$ cat src/rtl/timer_pkg.sv
package timer_pkg;
  typedef enum logic [1:0] {
    TM_IDLE0  = 2'b00,
    TM_WIDE   = 2'b01,
    TM_RELOAD = 2'b10,
    TM_IDLE3  = 2'b11
  } tm_mode_e;

  typedef struct packed {
    logic     gate;
    logic     ext;
    tm_mode_e mode;
  } tmr_cfg_t;

  localparam int CFG_W  = 4;
  localparam int CTL_RUN  = 0;
  localparam int CTL_IE   = 1;
  localparam int CTL_FLAG = 2;
endpackage

$ cat src/rtl/sync_ff.sv
module sync_ff #(
  parameter int W      = 1,
  parameter int STAGES = 2
) (
  input  logic         clk_i,
  input  logic         rst_ni,
  input  logic [W-1:0] d_i,
  output logic [W-1:0] q_o
);
  logic [STAGES-1:0][W-1:0] pipe_q;

  always_ff @(posedge clk_i or negedge rst_ni) begin
    if (!rst_ni) pipe_q <= '0;
    else begin
      pipe_q[0] <= d_i;
      for (int k = 1; k < STAGES; k++) pipe_q[k] <= pipe_q[k-1];
    end
  end

  assign q_o = pipe_q[STAGES-1];
endmodule

$ cat src/rtl/timer_core.sv
module timer_core
  import timer_pkg::*;
#(
  parameter int BYTE_W = 8
) (
  input  logic                clk_i,
  input  logic                rst_ni,
  input  tmr_cfg_t            cfg_i,
  input  logic                run_i,
  input  logic                gate_lvl_i,
  input  logic                evt_fall_i,
  input  logic                tick_i,
  input  logic                wr_lo_i,
  input  logic                wr_hi_i,
  input  logic [BYTE_W-1:0]   wr_data_i,
  output logic [2*BYTE_W-1:0] cnt_o,
  output logic                ovf_o
);
  logic [BYTE_W-1:0] lo_q, hi_q, lo_d, hi_d;
  logic step, inc, wr_any;

  assign wr_any = wr_lo_i | wr_hi_i;
  assign step   = run_i & (~cfg_i.gate | gate_lvl_i) & (cfg_i.ext ? evt_fall_i : tick_i);
  assign inc    = step & ~wr_any;

  always_comb begin
    lo_d  = lo_q;
    hi_d  = hi_q;
    ovf_o = 1'b0;
    if (wr_any) begin
      if (wr_lo_i) lo_d = wr_data_i;
      if (wr_hi_i) hi_d = wr_data_i;
    end else if (inc) begin
      unique case (cfg_i.mode)
        TM_WIDE:   {ovf_o, hi_d, lo_d} = {1'b0, hi_q, lo_q} + 1'b1;
        TM_RELOAD: begin
          if (&lo_q) begin
            lo_d  = hi_q;
            ovf_o = 1'b1;
          end else begin
            lo_d = lo_q + 1'b1;
          end
        end
        default: ;
      endcase
    end
  end

  always_ff @(posedge clk_i or negedge rst_ni) begin
    if (!rst_ni) begin
      lo_q <= '0;
      hi_q <= '0;
    end else begin
      lo_q <= lo_d;
      hi_q <= hi_d;
    end
  end

  assign cnt_o = {hi_q, lo_q};

  a_r6_halt_when_stopped: assert property (@(posedge clk_i) disable iff (!rst_ni)
    (!run_i && !wr_any) |=> ($stable(lo_q) && $stable(hi_q)));
  a_r4_high_byte_kept: assert property (@(posedge clk_i) disable iff (!rst_ni)
    (cfg_i.mode == TM_RELOAD && !wr_hi_i) |=> $stable(hi_q));
  a_r4_reload_from_high: assert property (@(posedge clk_i) disable iff (!rst_ni)
    (ovf_o && cfg_i.mode == TM_RELOAD) |=> (lo_q == $past(hi_q)));
  a_r10_idle_modes_hold: assert property (@(posedge clk_i) disable iff (!rst_ni)
    ((cfg_i.mode == TM_IDLE0 || cfg_i.mode == TM_IDLE3) && !wr_any)
      |=> ($stable(lo_q) && $stable(hi_q)));
  a_r9_write_wins: assert property (@(posedge clk_i) disable iff (!rst_ni)
    wr_lo_i |=> (lo_q == $past(wr_data_i)));
endmodule

$ cat src/rtl/timer_pair_unit.sv
module timer_pair_unit
  import timer_pkg::*;
#(
  parameter int BYTE_W      = 8,
  parameter int N_TMR       = 2,
  parameter int SYNC_STAGES = 2,
  localparam int ADDR_W     = $clog2(2 + 2 * N_TMR)
) (
  input  logic              clk_i,
  input  logic              rst_ni,
  input  logic              tick_i,
  input  logic [N_TMR-1:0]  evt_i,
  input  logic [N_TMR-1:0]  gate_i,
  input  logic              wr_en_i,
  input  logic [ADDR_W-1:0] wr_addr_i,
  input  logic [BYTE_W-1:0] wr_data_i,
  input  logic [ADDR_W-1:0] rd_addr_i,
  output logic [BYTE_W-1:0] rd_data_o,
  output logic [N_TMR-1:0]  flag_o,
  output logic [N_TMR-1:0]  irq_o
);
  localparam int MODE_W = CFG_W * N_TMR;
  localparam logic [ADDR_W-1:0] A_MODE = ADDR_W'(0);
  localparam logic [ADDR_W-1:0] A_CTRL = ADDR_W'(1);

  logic [MODE_W-1:0] mode_q;
  logic [N_TMR-1:0]  run_q, ie_q, flag_q, ovf;
  logic [N_TMR-1:0]  evt_s, evt_prev_q, evt_fall, gate_s;
  logic [2*BYTE_W-1:0] cnt [N_TMR];
  logic [BYTE_W-1:0] ctrl_rd;
  logic wr_mode, wr_ctrl;

  sync_ff #(.W(N_TMR), .STAGES(SYNC_STAGES)) u_evt_sync (
    .clk_i(clk_i), .rst_ni(rst_ni), .d_i(evt_i), .q_o(evt_s));
  sync_ff #(.W(N_TMR), .STAGES(SYNC_STAGES)) u_gate_sync (
    .clk_i(clk_i), .rst_ni(rst_ni), .d_i(gate_i), .q_o(gate_s));

  always_ff @(posedge clk_i or negedge rst_ni) begin
    if (!rst_ni) evt_prev_q <= '0;
    else         evt_prev_q <= evt_s;
  end
  assign evt_fall = evt_prev_q & ~evt_s;

  assign wr_mode = wr_en_i && wr_addr_i == A_MODE;
  assign wr_ctrl = wr_en_i && wr_addr_i == A_CTRL;

  always_ff @(posedge clk_i or negedge rst_ni) begin
    if (!rst_ni)      mode_q <= '0;
    else if (wr_mode) mode_q <= wr_data_i[MODE_W-1:0];
  end

  for (genvar i = 0; i < N_TMR; i++) begin : g_tmr
    localparam logic [ADDR_W-1:0] A_LO = ADDR_W'(2 + 2 * i);
    localparam logic [ADDR_W-1:0] A_HI = ADDR_W'(3 + 2 * i);
    tmr_cfg_t cfg;
    assign cfg = tmr_cfg_t'(mode_q[CFG_W*i +: CFG_W]);

    timer_core #(.BYTE_W(BYTE_W)) u_core (
      .clk_i      (clk_i),
      .rst_ni     (rst_ni),
      .cfg_i      (cfg),
      .run_i      (run_q[i]),
      .gate_lvl_i (gate_s[i]),
      .evt_fall_i (evt_fall[i]),
      .tick_i     (tick_i),
      .wr_lo_i    (wr_en_i && wr_addr_i == A_LO),
      .wr_hi_i    (wr_en_i && wr_addr_i == A_HI),
      .wr_data_i  (wr_data_i),
      .cnt_o      (cnt[i]),
      .ovf_o      (ovf[i])
    );

    always_ff @(posedge clk_i or negedge rst_ni) begin
      if (!rst_ni) begin
        run_q[i]  <= 1'b0;
        ie_q[i]   <= 1'b0;
        flag_q[i] <= 1'b0;
      end else if (wr_ctrl) begin
        run_q[i]  <= wr_data_i[CFG_W*i + CTL_RUN];
        ie_q[i]   <= wr_data_i[CFG_W*i + CTL_IE];
        flag_q[i] <= wr_data_i[CFG_W*i + CTL_FLAG] | ovf[i];  // hardware set wins
      end else begin
        flag_q[i] <= flag_q[i] | ovf[i];
      end
    end

    a_r7_flag_on_overflow: assert property (@(posedge clk_i) disable iff (!rst_ni)
      ovf[i] |=> flag_q[i]);
    a_r7_flag_sticky: assert property (@(posedge clk_i) disable iff (!rst_ni)
      (flag_q[i] && !wr_ctrl) |=> flag_q[i]);
  end

  always_comb begin
    ctrl_rd = '0;
    for (int i = 0; i < N_TMR; i++) begin
      ctrl_rd[CFG_W*i + CTL_RUN]  = run_q[i];
      ctrl_rd[CFG_W*i + CTL_IE]   = ie_q[i];
      ctrl_rd[CFG_W*i + CTL_FLAG] = flag_q[i];
    end
  end

  always_comb begin
    rd_data_o = '0;
    if (rd_addr_i == A_MODE)      rd_data_o = BYTE_W'(mode_q);
    else if (rd_addr_i == A_CTRL) rd_data_o = ctrl_rd;
    else begin
      for (int i = 0; i < N_TMR; i++) begin
        if (rd_addr_i == ADDR_W'(2 + 2 * i)) rd_data_o = cnt[i][BYTE_W-1:0];
        if (rd_addr_i == ADDR_W'(3 + 2 * i)) rd_data_o = cnt[i][2*BYTE_W-1:BYTE_W];
      end
    end
  end

  assign flag_o = flag_q;
  assign irq_o  = flag_q & ie_q;
endmodule

$ cat config.mk
export PLATFORM = sky130hd
export DESIGN_NAME = timer_pair_unit
export DESIGN_NICKNAME = d
export VERILOG_FILES = /design/src/rtl/timer_pkg.sv /design/src/rtl/sync_ff.sv /design/src/rtl/timer_core.sv /design/src/rtl/timer_pair_unit.sv
export SDC_FILE = /design/constraint.sdc
export NUM_CORES = 1
export LEC_CHECK = 0
export ABC_CLOCK_PERIOD_IN_PS = 3500
export BUFFER_PORTS_ARGS = -buffer_cell sky130_fd_sc_hd__buf_2
export CORE_MARGIN = 5
export CORE_UTILIZATION = 55
export DETAILED_ROUTE_END_ITERATION = 7
export PLACE_DENSITY = 0.77
export SYNTH_ARGS = -nofsm -noshare
export SYNTH_HDL_FRONTEND = slang
export SYNTH_SLANG_ARGS = --single-unit
$ cat constraint.sdc
create_clock -name clk_i -period 3.5 [get_ports clk_i]
set_input_delay 0.175 -clock clk_i [delete_from_list [all_inputs] [get_ports clk_i]]
set_output_delay 0.175 -clock clk_i [all_outputs]
set_load 0.02 [all_outputs]
After elaboration in Yosys (flattened, before gate mapping)
Index checks and enable logic that the tools add are counted.
{"block": "op_classes", "addsub": 4, "eq_ne": 18, "muxes": 36, "n_bitwise": 21, "n_reduce_logical": 20}
{"cell": "8-bit 2-to-1 mux", "n": 22}
{"cell": "16-bit by 1-bit adder with 17-bit output, second input constant", "n": 2}
{"cell": "8-bit case mux with 2 select lines", "n": 2}
{"cell": "8-bit by 1-bit adder with 8-bit output, second input constant", "n": 2}
{"cell": "8-bit AND reduction", "n": 2}
{"cell": "3-bit by 2-bit equality test with 1-bit output, second input constant", "n": 4}
{"cell": "3-bit equality test, second input constant", "n": 4}
{"cell": "3-bit AND reduction", "n": 4}
{"cell": "1-bit 2-to-1 mux", "n": 10}
{"cell": "2-bit by 1-bit != test with 1-bit output, second input constant", "n": 4}
{"cell": "1-bit bitwise OR", "n": 8}
{"cell": "2-bit nonzero test", "n": 4}
{"cell": "1-bit bitwise AND", "n": 6}
{"cell": "3-bit by 1-bit equality test with 1-bit output, second input constant", "n": 2}
{"cell": "1-bit logical AND", "n": 6}
{"cell": "3-bit logical NOT", "n": 2}
{"cell": "3-bit nonzero test", "n": 2}
{"cell": "2-bit bitwise AND", "n": 2}
{"cell": "2-bit by 1-bit equality test with 1-bit output, second input constant", "n": 2}
{"cell": "2-bit equality test, second input constant", "n": 2}
{"cell": "1-bit inverter", "n": 4}
{"cell": "1-bit case mux with 2 select lines", "n": 2}
{"cell": "2-bit inverter", "n": 1}
{"block": "word_totals", "reg_bits": 56, "inputBits": 22, "output_inout_bits": 12, "elab_cells": 115}

Logic depth before layout (Yosys ltp)
{"block": "logic_depth", "word_depth": 9, "depth_mapped": 8}

Hierarchy
Synthesis repeated with hierarchy kept, for this count alone.
{"block": "unflattened", "cells_unflattened": 433, "area_unflattened_um2": 3853.7}
{"module": "timer_core", "instances": 2, "cells_per_inst": 152, "area_each_um2": 1213.7}
{"module": "timer_pair_unit", "instances": 1, "cells_per_inst": 117, "area_each_um2": 1196.1}
{"module": "sync_ff", "instances": 2, "cells_per_inst": 6, "area_each_um2": 115.1}

Worst setup path after synthesis
Ideal clock, no wire load.
{"block": "synth_path", "kind": "flip-flop to flip-flop", "from": "register g_tmr[1].u_core.lo_q[0]", "to": "register g_tmr[1].u_core.lo_q[5]", "setup_time_ns": 0.121, "arrival_time_ns": 1.695, "path_slack_ns": 1.684, "path_stages_with_launch": 8, "n_path_buf": 1, "synth_period_minus_slack_ns": 1.816, "path_cell_list": "dfrtp_1 ha_1 nand4_1 or3_1 clkbuf_1 o21ai_0 nor2_1 o22a_1"}
{"block": "synth_between", "elab_chain_len": 5, "elab_cells_between_ends": 7, "classes_between": "add/sub (2); mux (4); reduce/logical (1)"}
{"element": "from (decl)", "line_no": "timer_core.sv:19", "text": "logic [BYTE_W-1:0] lo_q, hi_q, lo_d, hi_d;"}
{"element": "from (signal assigned)", "line_no": "timer_core.sv:54", "text": "lo_q <= lo_d;"}
{"element": "8-bit by 1-bit adder with 8-bit output or 8-bit AND reduction (tied branches)", "line_no": "timer_core.sv:41, timer_core.sv:37"}
{"element": "8-bit 2-to-1 mux", "line_no": "timer_core.sv:37", "text": "if (&lo_q) begin"}
{"element": "8-bit case mux with 2 select lines (*)", "line_no": "timer_core.sv:34", "text": "unique case (cfg_i.mode)"}
{"element": "8-bit 2-to-1 mux (*)", "line_no": "timer_core.sv:33", "text": "end else if (inc) begin"}
{"element": "8-bit 2-to-1 mux (*)", "line_no": "timer_core.sv:30", "text": "if (wr_any) begin"}
Mark *: on every way between the ends. The rest lies on a longest branch, timed or not. The select of a mux whose other input is x is not followed.
A chain may end at the register's enable or synchronous reset.

Worst setup path after layout
Ends and elaborated chain as after synthesis.

==> flow_summary.json <==
{
  "grt_pass1_wl_mm": 17.1,
  "gp_congestion": 1.03,
  "crit_path_end_kind": "flop",
  "port_buffers": 33,
  "cts_sinks": 56,
  "period_minus_slack_ps": 2000,
  "post_drt_wl_per_cell_um": 20.7,
  "fin_crit_sh_pct": 57.3,
  "max_stage_delay_ps": 520,
  "cts_tree": "yes",
  "start_util_pct": 56.7,
  "root_buffer": "clkbuf_8",
  "path_clk_slew_ps": 110,
  "clk_latency_ps": 320,
  "cts_setup_buffers": 0,
  "drv_cap": 0,
  "final_common_cell": "dfrtp_1",
  "cts_hold_buf": 5,
  "hold_viol_final": 0,
  "r2r-end": "g_tmr[1].u_core.lo_q[5]$_DFFE_PN0P_",
  "cts_resized": 0,
  "hold_class": "input pin to flop",
  "worstPathArrival_ps": 2220,
  "syn_inst": 401,
  "setup_violations": 0,
  "cp_cell_sequence": "ha_1 > nand4_1 > or3_1 > o21ai_0 > nor2_1 > o22a_1",
  "yosysTopAreaCell": "dfrtp_1",
  "grt_pass1_vias": 3271,
  "routed_wl_mm": 10.4,
  "overflow": 0,
  "holdWs_ps": 202,
  "rows": 29,
  "fin_skew_ps": 13.3,
  "yosys.cell_types.count": 64,
  "crit_path_top_delay_cell": "or3_1",
  "rsz0062_at_grt": "no",
  "finalMaxSlewViolations": 0,
  "crit_start": "g_tmr[1].u_core.lo_q[0]$_DFFE_PN0P_",
  "ant_nets": 0,
  "fin_util_pct": 61.9,
  "grt_usage_pct": 25.6,
  "max_clock_freq_mhz": 499,
  "hpwl_mm": 7.47,
  "synth_fp_nets": 429,
  "ioPinCount": 34,
  "worstMarginPinSlew_ps": 1070,
  "worstPathRequired_ps": 3720,
  "r2r_slack_ps": 1500,
  "seq_area_frac_synth_pct": 38.7,
  "cts_buffers": 5,
  "yosys_warnings": 0,
  "cellPowerDensity_nw_per_um2": 607,
  "antenna_found_initial": 0,
  "p_leak_uw": 0.00167,
  "fp.dieW_um": 91.1,
  "syn_area_per_cell_um2": 9.03,
  "synth_area_leaders": "dfrtp_1 39%, a21oi_1 4.6%, mux2i_1 4.4%, nand2_1 4.3%, o21ai_0 3.6%",
  "synth_top_area_share_pct": 38.7,
  "synth_seq_cells": 56,
  "fp.dieH_um": 91.1,
  "layout-drive-gt1-share_pct": 16.0,
  "synth_ff_type": "dfrtp_1",
  "dr_total_vias": 3412,
  "first_pass_iters": 5,
  "netlist_area_um2": 3620,
  "core_um2": 6390,
  "startpoint_type": "flop",
  "r2r_cells": 6,
  "tns_ps": 0,
  "status": "finished clean",
  "clockBufferDepth": 2,
  "crit_fanout": 7,
  "grt_start_max_net_pins": 35,
  "final_cell_mix": "56 x dfrtp_1, 41 x nand2_1, 33 x a21oi_1, 33 x buf_2, 27 x nor2_1",
  "worst_r2r_startpoint": "g_tmr[1].u_core.lo_q[0]$_DFFE_PN0P_",
  "dieArea_um2": 8310,
  "syn_to_final_growth_pct": 9.09,
  "antenna_cells": 0,
  "crit_end": "g_tmr[1].u_core.lo_q[5]$_DFFE_PN0P_",
  "drc_errors": 0,
  "vdd_drop_max_uv": 304,
  "first_iter_violations": 293,
  "worstSetupPathType": "flop to flop",
  "ys_async_sr_fraction_pct": 100,
  "viasPerCell": 6.80,
  "cts_max_level": 2,
  "relSlewSlack_pct": 28.6,
  "fin_nets": 452,
  "synth_edf_count": 0
}
critical path: cells and delay by family (launching register included):
kind | cells | cell delay (ps)
AO/OA/AOI/OAI | 2 | 390
adder cells (fa/ha/maj) | 1 | 290
flip-flops | 1 | 460
AND/OR/NAND/NOR | 3 | 780
cells in the mapped netlist, types with 2 or more instances:
library cell,count
dfrtp_1,56
nand2_1,41
a21oi_1,33
nor2_1,27
o21ai_0,26
nand3_1,23
inv_1,16
mux2i_1,16
a31oi_1,13
o22a_1,13
o22ai_1,12
and3_1,11
clkbuf_1,11
buf_2,8
mux2_2,7
ha_1,6
a2bb2oi_1,5
buf_4,4
mux4_2,4
and2_1,3
and4_1,3
nand2b_1,3
nand3b_1,3
nand4_1,3
o211ai_1,3
a2111oi_4,2
a21o_1,2
a21oi_2,2
a22oi_1,2
buf_1,2
nor2b_1,2
nor3_1,2
o21a_1,2
o21ai_1,2
o2bb2a_1,2
o311a_1,2
or3_1,2
registers in the layout, summed over array words and instances (netlist names):
register            flops
flag_o                  2
mode_q                  8
u_evt_sync.pipe_q       2
u_gate_sync.q_o         2
evt_prev_q              2
g_tmr.u_core.lo_q      16
g_tmr.u_core.hi_q      16
u_evt_sync.q_o          2
u_gate_sync.pipe_q      2
ctrl_rd                 4
routing by layer:
layer | track usage [%] | routed length (um) | part of all wire (%) | vias to the layer above
li1 | - | - | - | 1550
met1 | 35.4 | 4050 | 39 | 1616
met2 | 38.4 | 4820 | 46 | 206
met3 | 6.20 | 1150 | 11 | 40
met4 | 10.6 | 385 | 3.7 | 0
met5 | 0 | 0 | 0 | -
through the flow:
step	area [um^2]	worst slack [ps]	total power, uW	cells
2_1_floorplan	3620	1680	1670	401
3_3_place_gp	3790	1570	1920	489
3_5_place_dp	3790	1520	1940	489
4_1_cts	3950	1510	2380	502
5_1_grt	3950	1290	2550	502
6_report	3950	1500	2400	502
logic make-up (layout without fill, tap and decap cells):
group	after synthesis	in the layout	share of synthesized area [%]
muxes	27	27	9.09
xor gates and xnor gates	2	2	0.484
AOI/OAI and AO/OA	137	137	26.2
buffers and inverters	42	66	5.25
and+or+nand+nor	131	131	18.2
DFF	56	56	38.7
adders and majority gates	6	6	2.07
how the worst min path moves through the flow:
stage / cells after the start / end / slack [ps] / startpoint
6_report: 3 / ctrl_rd[0]$_DFFE_PN0P_ / 200 / wr_data_i[0]
3_5_place_dp: 1 / u_gate_sync.pipe_q[0]$_DFF_PN0_ / 280 / gate_i[0]
3_3_place_gp: 1 / evt_prev_q[1]$_DFF_PN0_ / 280 / rst_ni
4_1_cts: 3 / mode_q[1]$_DFFE_PN0P_ / 180 / wr_data_i[1]
5_1_grt: 3 / mode_q[1]$_DFFE_PN0P_ / 200 / wr_data_i[1]
2_1_floorplan: 0 / ctrl_rd[0]$_DFFE_PN0P_ / -120 / rst_ni
area by class of cell:
| type | count | area [um^2] |
|---|---|---|
| clock inverter | 2 | 38.8 |
| inverter | 16 | 60.1 |
| timing repair buffer | 42 | 245 |
| clock buffer | 6 | 72.6 |
| sequential | 56 | 1400 |
| multi-input combinational | 303 | 2040 |
| fill | 569 | 2440 |
| tap | 77 | 96.3 |
power breakdown:
part,internal (uW),switching [uW],total [uW]
Clock,217,224,441
Sequential,838,298,1140
Combinational,362,457,819
(Power assumes the default switching activity.)
